--- config.mk ---
export PLATFORM = sky130hd
export DESIGN_NAME = watchdog_ctrl
export DESIGN_NICKNAME = d
export VERILOG_FILES = /design/src/rtl/wdt_pkg.sv /design/src/rtl/wdt_tick_counter.sv /design/src/rtl/wdt_csr.sv /design/src/rtl/wdt_action.sv /design/src/rtl/watchdog_ctrl.sv
export SDC_FILE = /design/constraint.sdc
export NUM_CORES = 1
export LEC_CHECK = 0
export BUFFER_PORTS_ARGS = -buffer_cell sky130_fd_sc_hd__buf_2
export CORE_ASPECT_RATIO = 2
export CORE_MARGIN = 3
export CORE_UTILIZATION = 35
export CTS_BUF_LIST = sky130_fd_sc_hd__clkbuf_4 sky130_fd_sc_hd__clkbuf_8 sky130_fd_sc_hd__clkbuf_16
export DETAILED_ROUTE_END_ITERATION = 10
export GPL_TIMING_DRIVEN = 0
export PLACE_DENSITY_LB_ADDON = 0.05
export SLEW_MARGIN = 20
export SYNTH_ARGS = -nofsm -noshare
export SYNTH_HDL_FRONTEND = slang
export SYNTH_SLANG_ARGS = --single-unit
--- constraint.sdc ---
create_clock -name clk -period 3.45 [get_ports clk]
set_clock_uncertainty 0.15 [all_clocks]
set_input_delay 0.5175 -clock clk [delete_from_list [all_inputs] [get_ports clk]]
set_output_delay 0.5175 -clock clk [all_outputs]
set_load 0.05 [all_outputs]
--- src/rtl/wdt_pkg.sv ---
package wdt_pkg;

    // Register bit positions decoded by software
    localparam int FLAG_BIT = 7;
    localparam int IE_BIT   = 6;
    localparam int PS3_BIT  = 5;
    localparam int CE_BIT   = 4;
    localparam int RE_BIT   = 3;

    // Action selected by {interrupt enable, reset enable}
    typedef enum logic [1:0] {
        MODE_OFF  = 2'b00,
        MODE_RST  = 2'b01,
        MODE_IRQ  = 2'b10,
        MODE_BOTH = 2'b11
    } wdt_mode_e;

endpackage

--- src/rtl/wdt_tick_counter.sv ---
module wdt_tick_counter #(
    parameter int BASE_LOG = 11,
    parameter int NUM_SEL  = 10,
    localparam int CW      = BASE_LOG + NUM_SEL - 1
) (
    input  logic       clk,
    input  logic       rst_n,
    input  logic       run,
    input  logic       tick,
    input  logic       kick,
    input  logic [3:0] ps,
    output logic       timeout
);

    localparam logic [3:0] SEL_MAX = 4'(NUM_SEL - 1);

    typedef struct packed {
        logic [CW-1:0] cnt;
    } cnt_st_t;

    cnt_st_t    q, d;
    logic [3:0] sel;
    logic [CW-1:0] limit;
    logic       hit;

    always_comb begin
        sel     = (ps > SEL_MAX) ? SEL_MAX : ps;
        limit   = {CW{1'b1}} >> (SEL_MAX - sel);
        hit     = (q.cnt >= limit);
        timeout = run && !kick && tick && hit;
        d       = q;
        if (!run || kick) begin
            d.cnt = '0;
        end else if (tick) begin
            d.cnt = hit ? '0 : q.cnt + CW'(1);
        end
    end

    always_ff @(posedge clk or negedge rst_n) begin
        if (!rst_n) begin
            q <= '0;
        end else begin
            q <= d;
        end
    end

endmodule

--- src/rtl/wdt_csr.sv ---
module wdt_csr
    import wdt_pkg::*;
#(
    parameter int WIN_CYCLES = 4,
    localparam int WW        = $clog2(WIN_CYCLES + 1)
) (
    input  logic          clk,
    input  logic          rst_n,
    input  logic          we,
    input  logic [7:0]    wdata,
    output logic          ie,
    output logic          re,
    output logic [3:0]    ps,
    output logic [WW-1:0] win
);

    typedef struct packed {
        logic          ie;
        logic          re;
        logic [3:0]    ps;
        logic [WW-1:0] win;
    } csr_st_t;

    csr_st_t q, d;
    logic    win_open;

    always_comb begin
        win_open = (q.win != '0);
        d        = q;
        if (win_open) begin
            d.win = q.win - WW'(1);
        end
        if (we) begin
            d.ie = wdata[IE_BIT];
            if (win_open) begin
                d.re = wdata[RE_BIT];
                d.ps = {wdata[PS3_BIT], wdata[2:0]};
            end else if (wdata[RE_BIT]) begin
                d.re = 1'b1;
            end
            if (wdata[CE_BIT] && wdata[RE_BIT]) begin
                d.win = WW'(WIN_CYCLES);
            end
        end
    end

    always_ff @(posedge clk or negedge rst_n) begin
        if (!rst_n) begin
            q <= '0;
        end else begin
            q <= d;
        end
    end

    assign ie  = q.ie;
    assign re  = q.re;
    assign ps  = q.ps;
    assign win = q.win;

endmodule

--- src/rtl/wdt_action.sv ---
module wdt_action
    import wdt_pkg::*;
(
    input  logic clk,
    input  logic rst_n,
    input  logic timeout,
    input  logic ie,
    input  logic re,
    input  logic gie,
    input  logic irq_ack,
    input  logic sw_clear,
    output logic flag,
    output logic irq,
    output logic rst_req
);

    typedef struct packed {
        logic flag;
        logic rst;
    } act_st_t;

    act_st_t   q, d;
    wdt_mode_e mode;

    always_comb begin
        mode  = wdt_mode_e'({ie, re});
        d     = q;
        d.rst = 1'b0;
        if (irq_ack || sw_clear) begin
            d.flag = 1'b0;
        end
        if (timeout) begin
            unique case (mode)
                MODE_IRQ:  d.flag = 1'b1;
                MODE_RST:  d.rst  = 1'b1;
                MODE_BOTH: begin
                    if (q.flag) begin
                        d.rst = 1'b1;
                    end else begin
                        d.flag = 1'b1;
                    end
                end
                default:   d.rst  = 1'b0;
            endcase
        end
    end

    always_ff @(posedge clk or negedge rst_n) begin
        if (!rst_n) begin
            q <= '0;
        end else begin
            q <= d;
        end
    end

    assign flag    = q.flag;
    assign irq     = q.flag && ie && gie;
    assign rst_req = q.rst;

endmodule

--- src/rtl/watchdog_ctrl.sv ---
module watchdog_ctrl
    import wdt_pkg::*;
#(
    parameter int BASE_LOG   = 11,
    parameter int NUM_SEL    = 10,
    parameter int WIN_CYCLES = 4,
    localparam int WW        = $clog2(WIN_CYCLES + 1)
) (
    input  logic       clk,
    input  logic       rst_n,
    input  logic       osc_tick,
    input  logic       kick,
    input  logic       csr_we,
    input  logic [7:0] csr_wdata,
    output logic [7:0] csr_rdata,
    input  logic       gie,
    input  logic       irq_ack,
    output logic       wdt_irq,
    output logic       wdt_rst
);

    logic          csr_ie;
    logic          csr_re;
    logic [3:0]    csr_ps;
    logic [WW-1:0] csr_win;
    logic          timeout;
    logic          flag;
    logic          sw_clear;

    assign sw_clear = csr_we && csr_wdata[FLAG_BIT];

    wdt_csr #(
        .WIN_CYCLES (WIN_CYCLES)
    ) i_csr (
        .clk   (clk),
        .rst_n (rst_n),
        .we    (csr_we),
        .wdata (csr_wdata),
        .ie    (csr_ie),
        .re    (csr_re),
        .ps    (csr_ps),
        .win   (csr_win)
    );

    wdt_tick_counter #(
        .BASE_LOG (BASE_LOG),
        .NUM_SEL  (NUM_SEL)
    ) i_counter (
        .clk     (clk),
        .rst_n   (rst_n),
        .run     (csr_ie || csr_re),
        .tick    (osc_tick),
        .kick    (kick),
        .ps      (csr_ps),
        .timeout (timeout)
    );

    wdt_action i_action (
        .clk      (clk),
        .rst_n    (rst_n),
        .timeout  (timeout),
        .ie       (csr_ie),
        .re       (csr_re),
        .gie      (gie),
        .irq_ack  (irq_ack),
        .sw_clear (sw_clear),
        .flag     (flag),
        .irq      (wdt_irq),
        .rst_req  (wdt_rst)
    );

    always_comb begin
        csr_rdata           = '0;
        csr_rdata[FLAG_BIT] = flag;
        csr_rdata[IE_BIT]   = csr_ie;
        csr_rdata[PS3_BIT]  = csr_ps[3];
        csr_rdata[CE_BIT]   = (csr_win != '0);
        csr_rdata[RE_BIT]   = csr_re;
        csr_rdata[2:0]      = csr_ps[2:0];
    end

endmodule

* Yosys cells after proc, flatten, opt, wreduce, memory -nomap -nowiden
Cells that the tools add are included.
** Operators by class
- $add $sub $neg :: 3
- Order comparisons :: 2
- Equality and inequality tests :: 3
- Shifts and indexed selects :: 1
- Multiplexer cells :: 15
- Reductions and logical operators :: 17
** Operators by type and width (number)
- $mux W20 :: 3
- $add A20 B1 Y20 const B :: 1
- $ge A20 B20 Y1 :: 1
- $shr A20 B4 Y20 const A :: 1
- $mux W3 :: 3
- $logic_and A1 B1 Y1 :: 7
- $mux W1 :: 5
- $eq A2 B2 Y1 const B :: 2
- $gt A4 B4 Y1 const B :: 1
- $mux W4 :: 1
- $pmux W1 S2 :: 2
- $reduce_and A2 Y1 :: 2
- $reduce_bool A2 Y1 :: 2
- $sub A4 B4 Y4 const A :: 1
- $logic_or A1 B1 Y1 :: 3
- $reduce_bool A3 Y1 :: 1
- $sub A3 B1 Y3 const B :: 1
- $eq A2 B1 Y1 const B :: 1
- $logic_not A1 Y1 :: 2
- $mux W2 :: 1
** Storage, ports and cells
- Register bits :: 31
- Input bits :: 15

* Logic depth before layout (Yosys ltp)
Gate-level depths: netlist of run 1.
- Depth in word-level cells :: 8
- Depth in mapped cells :: 16
- Gate-level depth less buffers :: 13

* Modules after synthesis
Synthesis of run 1 repeated with hierarchy kept, for this count alone.
** Second synthesis, totals
- Cell total of the unflattened synthesis :: 234
- Area, all modules :: 2235.9 um^2
** By module, submodules not included
- wdt_tick_counter :: times used 1, cells each 190, area an instance 1695.4 um^2, sequential area each 500.5 um^2
- wdt_csr :: times used 1, cells each 29, area an instance 411.6 um^2, sequential area each 225.2 um^2
- wdt_action :: times used 1, cells each 9, area an instance 87.6 um^2, sequential area each 50.0 um^2
- watchdog_ctrl :: times used 1, cells each 6, area an instance 41.3 um^2, sequential area each 0.0 um^2

* Worst setup path after synthesis of run 1
No wires, ideal clock.
- Path type :: register to register
- Start point :: register i_csr.q (netlist bit i_csr.ps[1])
- End point :: register i_counter.q[13] in the netlist's numbering
- Library setup time :: 0.082 ns
- Data arrival time :: 3.387 ns
- Setup slack :: -0.169 ns
- Stages on the path, launching flop included :: 17
- Path buffers :: 3
- Cell sequence :: dfrtp_1 nor2b_1 inv_1 ha_1 inv_1 ha_1 clkbuf_1 nor3_1 ha_1 and3_1 a221o_1 a22oi_2 and4_1 buf_6 buf_8 a41oi_2 a31oi_1
** On the way
- Cells in the longest elaborated chain, start to end :: 8
** Ends and longest elaborated chain
- start, declared :: line wdt_csr.sv:24 : csr_st_t q, d;
- start signal, assigned :: line wdt_csr.sv:49 : q <= '0;
- start signal, assigned :: line wdt_csr.sv:51 : q <= d;
- $gt A4 B4 Y1 :: line wdt_tick_counter.sv:27 : sel = (ps > SEL_MAX) ? SEL_MAX : ps;
- $mux W4 (*) :: line wdt_tick_counter.sv:27
- $sub A4 B4 Y4 (*) :: line wdt_tick_counter.sv:28 : limit = {CW{1'b1}} >> (SEL_MAX - sel);
- $shr A20 B4 Y20 (*) :: line wdt_tick_counter.sv:28
- $ge A20 B20 Y1 (*) :: line wdt_tick_counter.sv:29 : hit = (q.cnt >= limit);
- $mux W20 (*) :: line wdt_tick_counter.sv:35 : d.cnt = hit ? '0 : q.cnt + CW'(1);
- $mux W20 (*) :: line wdt_tick_counter.sv:34 : end else if (tick) begin
- $mux W20 (*) :: line wdt_tick_counter.sv:32 : if (!run || kick) begin
- end signal, assigned :: line wdt_tick_counter.sv:41 : q <= '0;
- end signal, assigned :: line wdt_tick_counter.sv:43 : q <= d;
- end, declared :: line wdt_tick_counter.sv:21 : cnt_st_t q, d;
Mark *: on every way between the ends. The rest lies on a longest branch, timed or not. The select of a mux whose other input is x is not followed.
A chain may end at the register's enable or synchronous reset.

* Worst setup path in the final report of run 1
- Start point :: register i_csr.q (netlist bit i_csr.ps[3])
- End point :: register i_counter.q[13] in the netlist's numbering
Same word-level chain as after synthesis.

==> results.toml, run 1 <==
[timing]
period_minus_slack_ps = 3280
finalMaxSlewViolations = 0
report.final.setup_viol = 0
timing_worst_slew_pin_value_ps = 743
final_min_period_over_clock_period = 0.950
hold_viol = 0
hold_ws_ps = 143
slew_headroom = 0.505
worst_setup_slack_after_layout_ps = 171
grt_setup_unrepaired = "no"
achievable-frequency_ghz = 0.305
final.setup.tns_ps = 0

[place]
hpwl_mm = 3.97
post_dp_cell_area_um2 = 2290
pre_cts_slack_ps = -374
placement.io_buffers = 24
gp_congestion = 0.737

[worst_setup_path]
reg2reg_depth = 16
r2r_start = "i_csr.ps[3]"
worstPathArrival_ps = 3330
rrSetupSlack_ps = 170
largest_fanout_on_the_critical_path = 7
timing_worst_setup_path_type = "reg2reg"
critPathLaunchType = "register"
r2r-end = "i_counter.q[13]"
endpoint_kind = "register"
cp_data_required_time_ps = 3500

[cts]
clock_tree.root_cell = "clkbuf_16"
cts-buffers-inserted = 5
cts_max_path_buffers = 2
cts_sinks = 31
hold_buffers = 0
tritoncts = "yes"
clock_pin_slew_of_the_registers_on_the_worst_case_setup_and_hold_paths_ps = 60
clk-insertion-delay-late_ps = 290
clock_tree.htree_level_count = 2

[synthesis]
total_of_flip_flops_plus_latches_after_synthesis = 31
postSynthCellCount = 236
synth_edf_count = 0
synth-compound-area-share = 0.177
synthTopCellsByCount = "31 x dfrtp_1, 28 x nand2_1, 22 x ha_1, 19 x a21oi_1, 16 x o21ai_0"
synth.net_count = 273
ys_warn_count = 0
synthArstFlopShare = 1.00
yosys-top-cells-area = "dfrtp_1 37%, ha_1 13%, nand2_1 5.0%, a21oi_1 4.6%, o21ai_0 3.8%"
yosysMostFrequentCell = "dfrtp_1"
yosys.cell_types.count = 36
synth_sequential_area_ratio = 0.372
mappedNetlistArea_um2 = 2090
postSynthAreaPerCell_um2 = 8.84
portion_of_netlist_area_occupied_by_mux_cells = 0.0216
synth-simple-area-share = 0.215
synth_flop_cell = "dfrtp_1"
largest_family_of_logic_cells_by_synthesized_area = "simple AND/OR/NAND/NOR gates"
synth.top_cell.area_share = 0.372
fraction_of_the_mapped_netlist_area_in_adder_cells = 0.132
synth_xor_area_frac = 0.0168
netlist.top_cell.by_area = "dfrtp_1"

[routing]
route.detailed.wl_per_inst_um = 15.7
detail_route.first_pass.iterations = 4
drt_wl_total_mm = 5.31
remaining_drc_errors = 0
detailedRoute.firstIterationViolations = 30
met1Wirelength_mm = 2.02
routed-via-count = 1806
detail-route-antenna-nets = 0
met3RoutedLength_um = 148
vias_per_inst = 5.33
highest_layer = "met4"
met2_wirelength_mm = 3.02

[pwr]
maximum_vdd_drop_v = 0.000444
power.density_cell_area_nw_per_um2 = 650
p_leak_nw = 1.23

[status]
status = "finished, final reports clean"

[finish]
finalNetCount = 314
antenna_diode_instance_count = 0
drive_above_1_share = 0.252
design_area_um2 = 2620
area_growth_from_synthesis_to_layout_pct = 25.7

[floorplanning]
io_pins = 25
chip_height_um = 115
die_x_um = 60.6
die_area_um2 = 6980
core_region_area_um2 = 5760
fp-row-count = 39
initial_utilization = 0.362

[worst_hold_path]
holdCritPathClass = "in2async"

[grt]
globalRouteOverflowTotal = 0
grt_start_max_net_pins = 32
grt_use_total = 0.174
number_of_global_route_vias_before_repair = 1795
grt_antenna_before_repair = 0
grt_first_pass_wirelength_mm = 8.83

[job]
drv.max_cap_violation_count = 0
==> report_power, final <==
part / internal [mW] / switching (mW)
sequential: 0.408 / 0.0340
clock: 0.359 / 0.167
combinational: 0.304 / 0.434
==> per-stage QoR <==
step / cells / utilization / total power [mW]
5_1_grt: 339 / 0.456 / 1.85
3_3_place_gp: 321 / 0.398 / 1.07
6_report: 339 / 0.456 / 1.71
2_1_floorplan: 236 / - / 0.921
4_1_cts: 335 / 0.444 / 1.70
3_5_place_dp: 321 / 0.398 / 1.07
==> sequential cells by signal (all words and copies together) (netlist names) <==
name,count
i_action.rst_req,1
i_csr.ie,1
i_csr.win,3
i_counter.q,20
i_csr.re,1
i_action.flag,1
i_csr.ps,4
==> area by class of cell <==
type	instances	area [µm²]
fillers	592	3130
multi-input cells	179	1220
flip-flops and latches	31	778
repair buffers	36	228
clock buffers	6	139
plain buffers	9	88.8
well taps	61	76.3
inverters	15	56.3
clock inverters	2	35.0
==> critical path: stages, from the launching register on <==
cell      delay (ps)
dfrtp_2          420
nor2b_4          130
inv_1             60
ha_2             180
inv_2             60
ha_4             200
clkbuf_8         150
nor3_4           170
ha_1             240
and3_1           160
a221o_1          310
a22oi_2          200
and4_1           220
buf_6            160
buf_8            120
a41oi_2          100
a31oi_1          150
==> cells in the final DEF, fill, tap and decap left out, types with 3 or more instances in the layout <==
master and instances:
buf_4 15, and3_1 5, buf_2 24, dfrtp_1 29, nor2_1 13, nand3_1 13
a21oi_1 19, o21ai_1 6, clkbuf_16 6, a41oi_1 3, o21ai_0 14, or3_1 4
inv_1 14, xnor2_1 3, mux2_2 4, nand2b_1 6, a31oi_1 11, nand2_1 28
ha_1 20, nand4_1 3
==> how the worst max path moves through the flow <==
| stage | start | endpoint | cells past startpoint |
|---|---|---|---|
| 6_report | i_csr.ps[3] | i_counter.q[13] | 16 |
| 5_1_grt | i_csr.ps[1] | i_counter.q[13] | 16 |
| 4_1_cts | i_csr.ps[3] | i_counter.q[13] | 13 |
| 3_5_place_dp | i_csr.ps[3] | i_counter.q[6] | 14 |
| 3_3_place_gp | i_csr.ps[3] | i_counter.q[7] | 14 |
| 2_1_floorplan | i_csr.ps[2] | i_counter.q[13] | 15 |
==> layer usage <==
layer  GRT usage  up-vias
li1            -      932
met1       0.179      842
met2       0.322       27
met3      0.0337        5
met4      0.0781        0
met5           0        -
==> what timing repair did <==
item	in CTS	in global routing
setup buffers	6	5
setup endpoints to repair	20	18
pin swaps	1	6
gates cloned	0	1
gates resized for setup	8	5
==> cell families (layout without fill, tap and decap cells) <==
logic type / after synthesis / count (layout)
AO/OA/AOI/OAI: 61 / 61
XOR/XNOR: 4 / 4
adder cells (fa/ha/maj): 22 / 22
buffers and inverters: 26 / 68
flip-flops: 31 / 31
multiplexers: 4 / 4
AND/OR/NAND/NOR: 88 / 88
No activity file was read; power rests on OpenSTA's default activity.
==> run 2, diff against run 1 <==
- ABC_AREA: not set -> 1
- ABC_CLOCK_PERIOD_IN_PS: not set -> 3450
- MAX_ROUTING_LAYER: not set -> met4
==> results.toml, run 2 <==
[cts]
tritoncts = "yes"
clock_tree.htree_level_count = 2
cts-buffers-inserted = 5
clock_tree.root_cell = "clkbuf_16"
clk-insertion-delay-late_ps = 280
clock_pin_slew_of_the_registers_on_the_worst_case_setup_and_hold_paths_ps = 50
cts_max_path_buffers = 2
cts_sinks = 31

[timing]
grt_setup_unrepaired = "no"
achievable-frequency_ghz = 0.324
timing_worst_slew_pin_value_ps = 730
finalMaxSlewViolations = 0
report.final.setup_viol = 0
final_min_period_over_clock_period = 0.894
hold_viol = 0
slew_headroom = 0.513
period_minus_slack_ps = 3080

[routing]
vias_per_inst = 4.61
detailedRoute.firstIterationViolations = 91
routed-via-count = 2078
route.detailed.wl_per_inst_um = 12.8
detail_route.first_pass.iterations = 4
remaining_drc_errors = 0
drt_wl_total_mm = 5.76
detail-route-antenna-nets = 0

[floorplanning]
io_pins = 25
die_area_um2 = 7920
initial_utilization = 0.361
die_x_um = 64.5
chip_height_um = 123
core_region_area_um2 = 6620
fp-row-count = 42

[synthesis]
mappedNetlistArea_um2 = 2390
yosys.cell_types.count = 28
synth.net_count = 368
yosysMostFrequentCell = "nand2_1"
synth-compound-area-share = 0.0607
portion_of_netlist_area_occupied_by_mux_cells = 0
largest_family_of_logic_cells_by_synthesized_area = "simple AND/OR/NAND/NOR gates"
synthTopCellsByCount = "112 x nand2_1, 36 x inv_1, 31 x dfrtp_1, 30 x nor2_1, 22 x ha_1"
postSynthCellCount = 331
netlist.top_cell.by_area = "dfrtp_1"
total_of_flip_flops_plus_latches_after_synthesis = 31
synth_sequential_area_ratio = 0.324
fraction_of_the_mapped_netlist_area_in_adder_cells = 0.115
yosys-top-cells-area = "dfrtp_1 32%, nand2_1 18%, ha_1 12%, inv_1 5.6%, nor2_1 4.7%"
synth_xor_area_frac = 0.0476
ys_warn_count = 0
synth.top_cell.area_share = 0.324
synth_edf_count = 0
synth-simple-area-share = 0.367
synthArstFlopShare = 1.00
postSynthAreaPerCell_um2 = 7.23
synth_flop_cell = "dfrtp_1"

[grt]
globalRouteOverflowTotal = 0
gr-usage-met3 = 0.0218
grt_first_pass_wirelength_mm = 9.96
grt_use_met1 = 0.187
grt_use_total = 0.170
number_of_global_route_vias_before_repair = 2079
grt_antenna_before_repair = 0
groute.layer.met2.usage = 0.310
grt.busiest_layer = "met2"
grt_start_max_net_pins = 32

[worst_setup_path]
endpoint_kind = "register"
rrSetupSlack_ps = 370
critical-path-max-stage-delay_ps = 420
cp_data_required_time_ps = 3520
r2r-end = "i_counter.q[14]"
reg2reg_depth = 19
cpMaxStageDelayCell = "dfrtp_1"
cp_cell_sequence = "o21ai_2 > nand2_1 > ha_1 > inv_1 > ha_2 > nor2_2 > inv_1 > o21ai_0 > ha_1 > nand2_2 > inv_2 > a21oi_1 > nand2_1 > nand2_1 > nand2_2 > nor2_4 > buf_6 > nand3_2 > nand2_1"
timing_worst_setup_path_type = "reg2reg"
worstPathArrival_ps = 3150
critical_path_most_common_cell = "nand2_1"
r2r_start = "i_csr.ps[2]"
largest_fanout_on_the_critical_path = 10
critPathLaunchType = "register"

[pwr]
power.density_cell_area_nw_per_um2 = 542
p_leak_nw = 1.48
maximum_vdd_drop_v = 0.000388

[place]
placement.io_buffers = 24
hpwl_mm = 4.55
gp_congestion = 0.756
post_dp_cell_area_um2 = 2620

[finish]
finalNetCount = 399
antenna_diode_instance_count = 0
area_used_by_multi_input_combinational_logic_um2 = 1420
max_flop_register = "i_counter.q"
largest_reg_flops = 20
area_growth_from_synthesis_to_layout_pct = 16.8
layout.cells.most_common = "nand2_1"
design_area_um2 = 2800
fillers = 740
final_cell_mix = "112 x nand2_1, 36 x inv_1, 31 x dfrtp_1, 29 x nor2_1, 25 x buf_2"
sequential_cell_area_um2 = 776
drive_above_1_share = 0.193
fin_util = 0.422

[worst_hold_path]
holdCritPathClass = "in2async"

[status]
status = "finished, final reports clean"

[job]
drv.max_cap_violation_count = 0
==> run 2: per-layer routing <==
layer | part of all wire | up-vias | wire length [µm]
met2 | 0.55 | 27 | 3180
met3 | 0.026 | 8 | 152
met5 | 0 | - | 0
li1 | - | 1100 | -
met1 | 0.40 | 943 | 2310
met4 | 0.019 | 0 | 111
==> run 2: logic make-up after synthesis <==
logic type,after synthesis
simple gates,190
buf+inv,48
flops,31
compound gates,27
fa+ha+maj,22
xor+xnor,13
==> run 2: per-stage QoR <==
| step | setup slack [ps] | std cells | total power, mW | TNS (ps) | hold slack, ps |
|---|---|---|---|---|---|
| 2_1_floorplan | 121 | 331 | 0.895 | 0 | 71.9 |
| 3_3_place_gp | 14.2 | 443 | 1.04 | 0 | 300 |
| 3_5_place_dp | -80.3 | 443 | 1.05 | -701 | 307 |
| 4_1_cts | 3.97 | 452 | 1.53 | 0 | 185 |
| 5_1_grt | 39.6 | 451 | 1.64 | 0 | 203 |
| 6_report | 367 | 451 | 1.51 | 0 | 149 |
==> run 2: worst max path at each step <==
stage,startpoint,to,slack (ps),cells past startpoint
final,i_csr.ps[2],i_counter.q[14],370,19
after detailed placement,i_csr.ps[1],i_counter.q[14],-80,20
after floorplan,i_csr.ps[3],i_counter.q[10],120,20
after global routing,i_csr.ps[1],i_counter.q[4],40,19
after CTS,i_csr.ps[1],i_counter.q[14],4,20
after global placement,i_csr.ps[1],i_counter.q[10],10,20
==> run 2: final cells by class <==
type / count / area share
Timing Repair Buffer: 25 / 0.0457
Buffer: 9 / 0.0206
Tap cell: 88 / 0.0394
Multi-Input combinational cell: 252 / 0.509
Inverter: 38 / 0.0510
Sequential cell: 31 / 0.278
Clock buffer: 8 / 0.0573
==> run 2: critical path: cells and delay by family (launching register included) <==
family                   cells  cell delay, ps
AND/OR/NAND/NOR              9             870
adder cells (fa/ha/maj)      3             810
flip-flops                   1             420
AO/OA/AOI/OAI                3             400
buffers and inverters        4             370
==> run 2: power by group <==
part / internal [mW] / leakage, nW / switching [mW]
Sequential: 0.403 / 0.415 / 0.0341
Combinational: 0.197 / 0.984 / 0.407
Clock: 0.315 / 0.0806 / 0.158
==> run 2: what timing repair did <==
action,4_1_cts,5_1_grt
resized for setup,0,4
pin swaps,1,0
setup endpoints to repair,10,22
hold buffers,0,0
buffers inserted,1,0
==> run 3, diff against run 2 <==
- CORE_UTILIZATION: 35 -> 45
==> results.toml, run 3 (synthesized netlist as in run 2, its figures left out) <==
[cts]
hold_buffers = 0
clock_tree.root_cell = "clkbuf_8"
cts-buffers-inserted = 5
clk-insertion-delay-late_ps = 280
clock_tree.htree_level_count = 2
cts_max_path_buffers = 2
cts_sinks = 31
tritoncts = "yes"
clock_pin_slew_of_the_registers_on_the_worst_case_setup_and_hold_paths_ps = 70

[timing]
hold_viol = 0
timing_worst_slew_pin_value_ps = 717
worst_setup_slack_after_layout_ps = 369
grt_setup_unrepaired = "no"
slew_headroom = 0.522
finalMaxSlewViolations = 0
report.final.setup_viol = 0
final_min_period_over_clock_period = 0.893
hold_ws_ps = 131
achievable-frequency_ghz = 0.325
period_minus_slack_ps = 3080

[finish]
final_cell_mix = "112 x nand2_1, 36 x inv_1, 31 x dfrtp_1, 29 x nor2_1, 25 x buf_2"
largest_reg_flops = 20
filler_free_cell_count_of_the_finished_design = 422
max_flop_register = "i_counter.q"
layout.cells.most_common = "nand2_1"
drive_above_1_share = 0.192
finalNetCount = 400
area_growth_from_synthesis_to_layout_pct = 13.7
design_area_um2 = 2720
fin_util = 0.529
antenna_diode_instance_count = 0

[place]
post_dp_cell_area_um2 = 2580
hpwl_mm = 4.15
gp_congestion = 0.816
dp_cells = 413
pre_cts_slack_ps = -11.1
placement.io_buffers = 24

[worst_setup_path]
endpoint_kind = "register"
timing_worst_setup_path_type = "reg2reg"
worstPathArrival_ps = 3100
critPathLaunchType = "register"
cp_data_required_time_ps = 3470
largest_fanout_on_the_critical_path = 9

[grt]
grt_use_total = 0.187
grt_antenna_before_repair = 0
globalRouteOverflowTotal = 0
grt_first_pass_wirelength_mm = 8.89
grt_start_max_net_pins = 32
number_of_global_route_vias_before_repair = 1992

[floorplanning]
die_area_um2 = 6280
core_region_area_um2 = 5140
initial_utilization = 0.466
io_pins = 25
chip_height_um = 109
fp-row-count = 37
die_x_um = 57.6

[pwr]
power.density_cell_area_nw_per_um2 = 519
p_leak_nw = 1.47
maximum_vdd_drop_v = 0.000364

[routing]
vias_per_inst = 4.93
detail_route.first_pass.iterations = 4
remaining_drc_errors = 0
detail-route-antenna-nets = 0
drt_wl_total_mm = 5.29
route.detailed.wl_per_inst_um = 12.5
detailedRoute.firstIterationViolations = 37
routed-via-count = 2079

[worst_hold_path]
holdCritPathClass = "in2async"

[status]
status = "finished, final reports clean"

[job]
drv.max_cap_violation_count = 0
==> run 3: layer usage <==
metal	global-route usage	part of all wire	up-vias
li1	-	-	1104
met2	0.327	0.54	32
met5	-	0	-
met3	0.0225	0.023	9
met1	0.211	0.40	934
met4	0.0796	0.031	0
==> run 3: worst paths after layout <==
| path | start | endpoint | slack, ps | cells after the start |
|---|---|---|---|---|
| setup / recovery | i_csr.ps[2] | i_counter.q[8] | 370 | 19 |
| hold / removal | rst_n | i_csr.ps[1] | 130 | 1 |
| setup reg to reg | i_csr.ps[2] | i_counter.q[8] | 370 | 19 |
| hold reg to reg | i_csr.win[0] | i_csr.win[0] | 310 | 1 |
| max in group asynchronous | rst_n | i_counter.q[5] | 2550 | 1 |
| min in group clk | csr_wdata[1] | i_csr.ps[1] | 280 | 3 |
==> run 3: area by class of cell <==
| type | instances | area [µm²] |
|---|---|---|
| Clock buffer | 6 | 82.6 |
| Clock inverter | 2 | 35.0 |
| Inverter | 38 | 143 |
| Tap cell | 58 | 72.6 |
| Multi-Input combinational cell | 252 | 1420 |
| Buffer | 9 | 57.6 |
| Sequential cell | 31 | 776 |
| Fill cell | 544 | 2420 |
| Timing Repair Buffer | 26 | 135 |
==> run 3: critical path: stages (launching register included) <==
cell and delay [ps]:
dfrtp_1 430, o21ai_2 180, nand2_1 90, ha_1 220, inv_1 60, ha_1 280, nand2_1 120, inv_1 80
nand2_1 50, ha_1 310, nand2_1 70, nor2_1 200, nand2_1 140, inv_1 100, nand2_1 80, nand2_2 80
nor2_4 50, buf_4 160, nand3_1 70, nand2_1 50
==> run 3: what timing repair did <==
action | 4_1_cts | 5_1_grt
pin swaps | 1 | 0
setup endpoints to repair | 10 | 22
buffers inserted | 2 | 0
gates resized for setup | 0 | 3
gates cloned | 0 | 0
endpoints found under the hold margin | 0 | 0
==> run 3: power breakdown <==
part           switching [mW]  internal, mW  leakage [nW]
Sequential             0.0326         0.402         0.415
Combinational           0.409         0.193         0.990
Clock                   0.142         0.234        0.0612
==> run 3: per-stage QoR <==
stage | power (mW) | TNS [ps]
2_1_floorplan | 0.895 | 0
3_3_place_gp | 1.03 | 0
3_5_place_dp | 1.04 | -40.5
4_1_cts | 1.42 | 0
5_1_grt | 1.53 | 0
6_report | 1.41 | 0
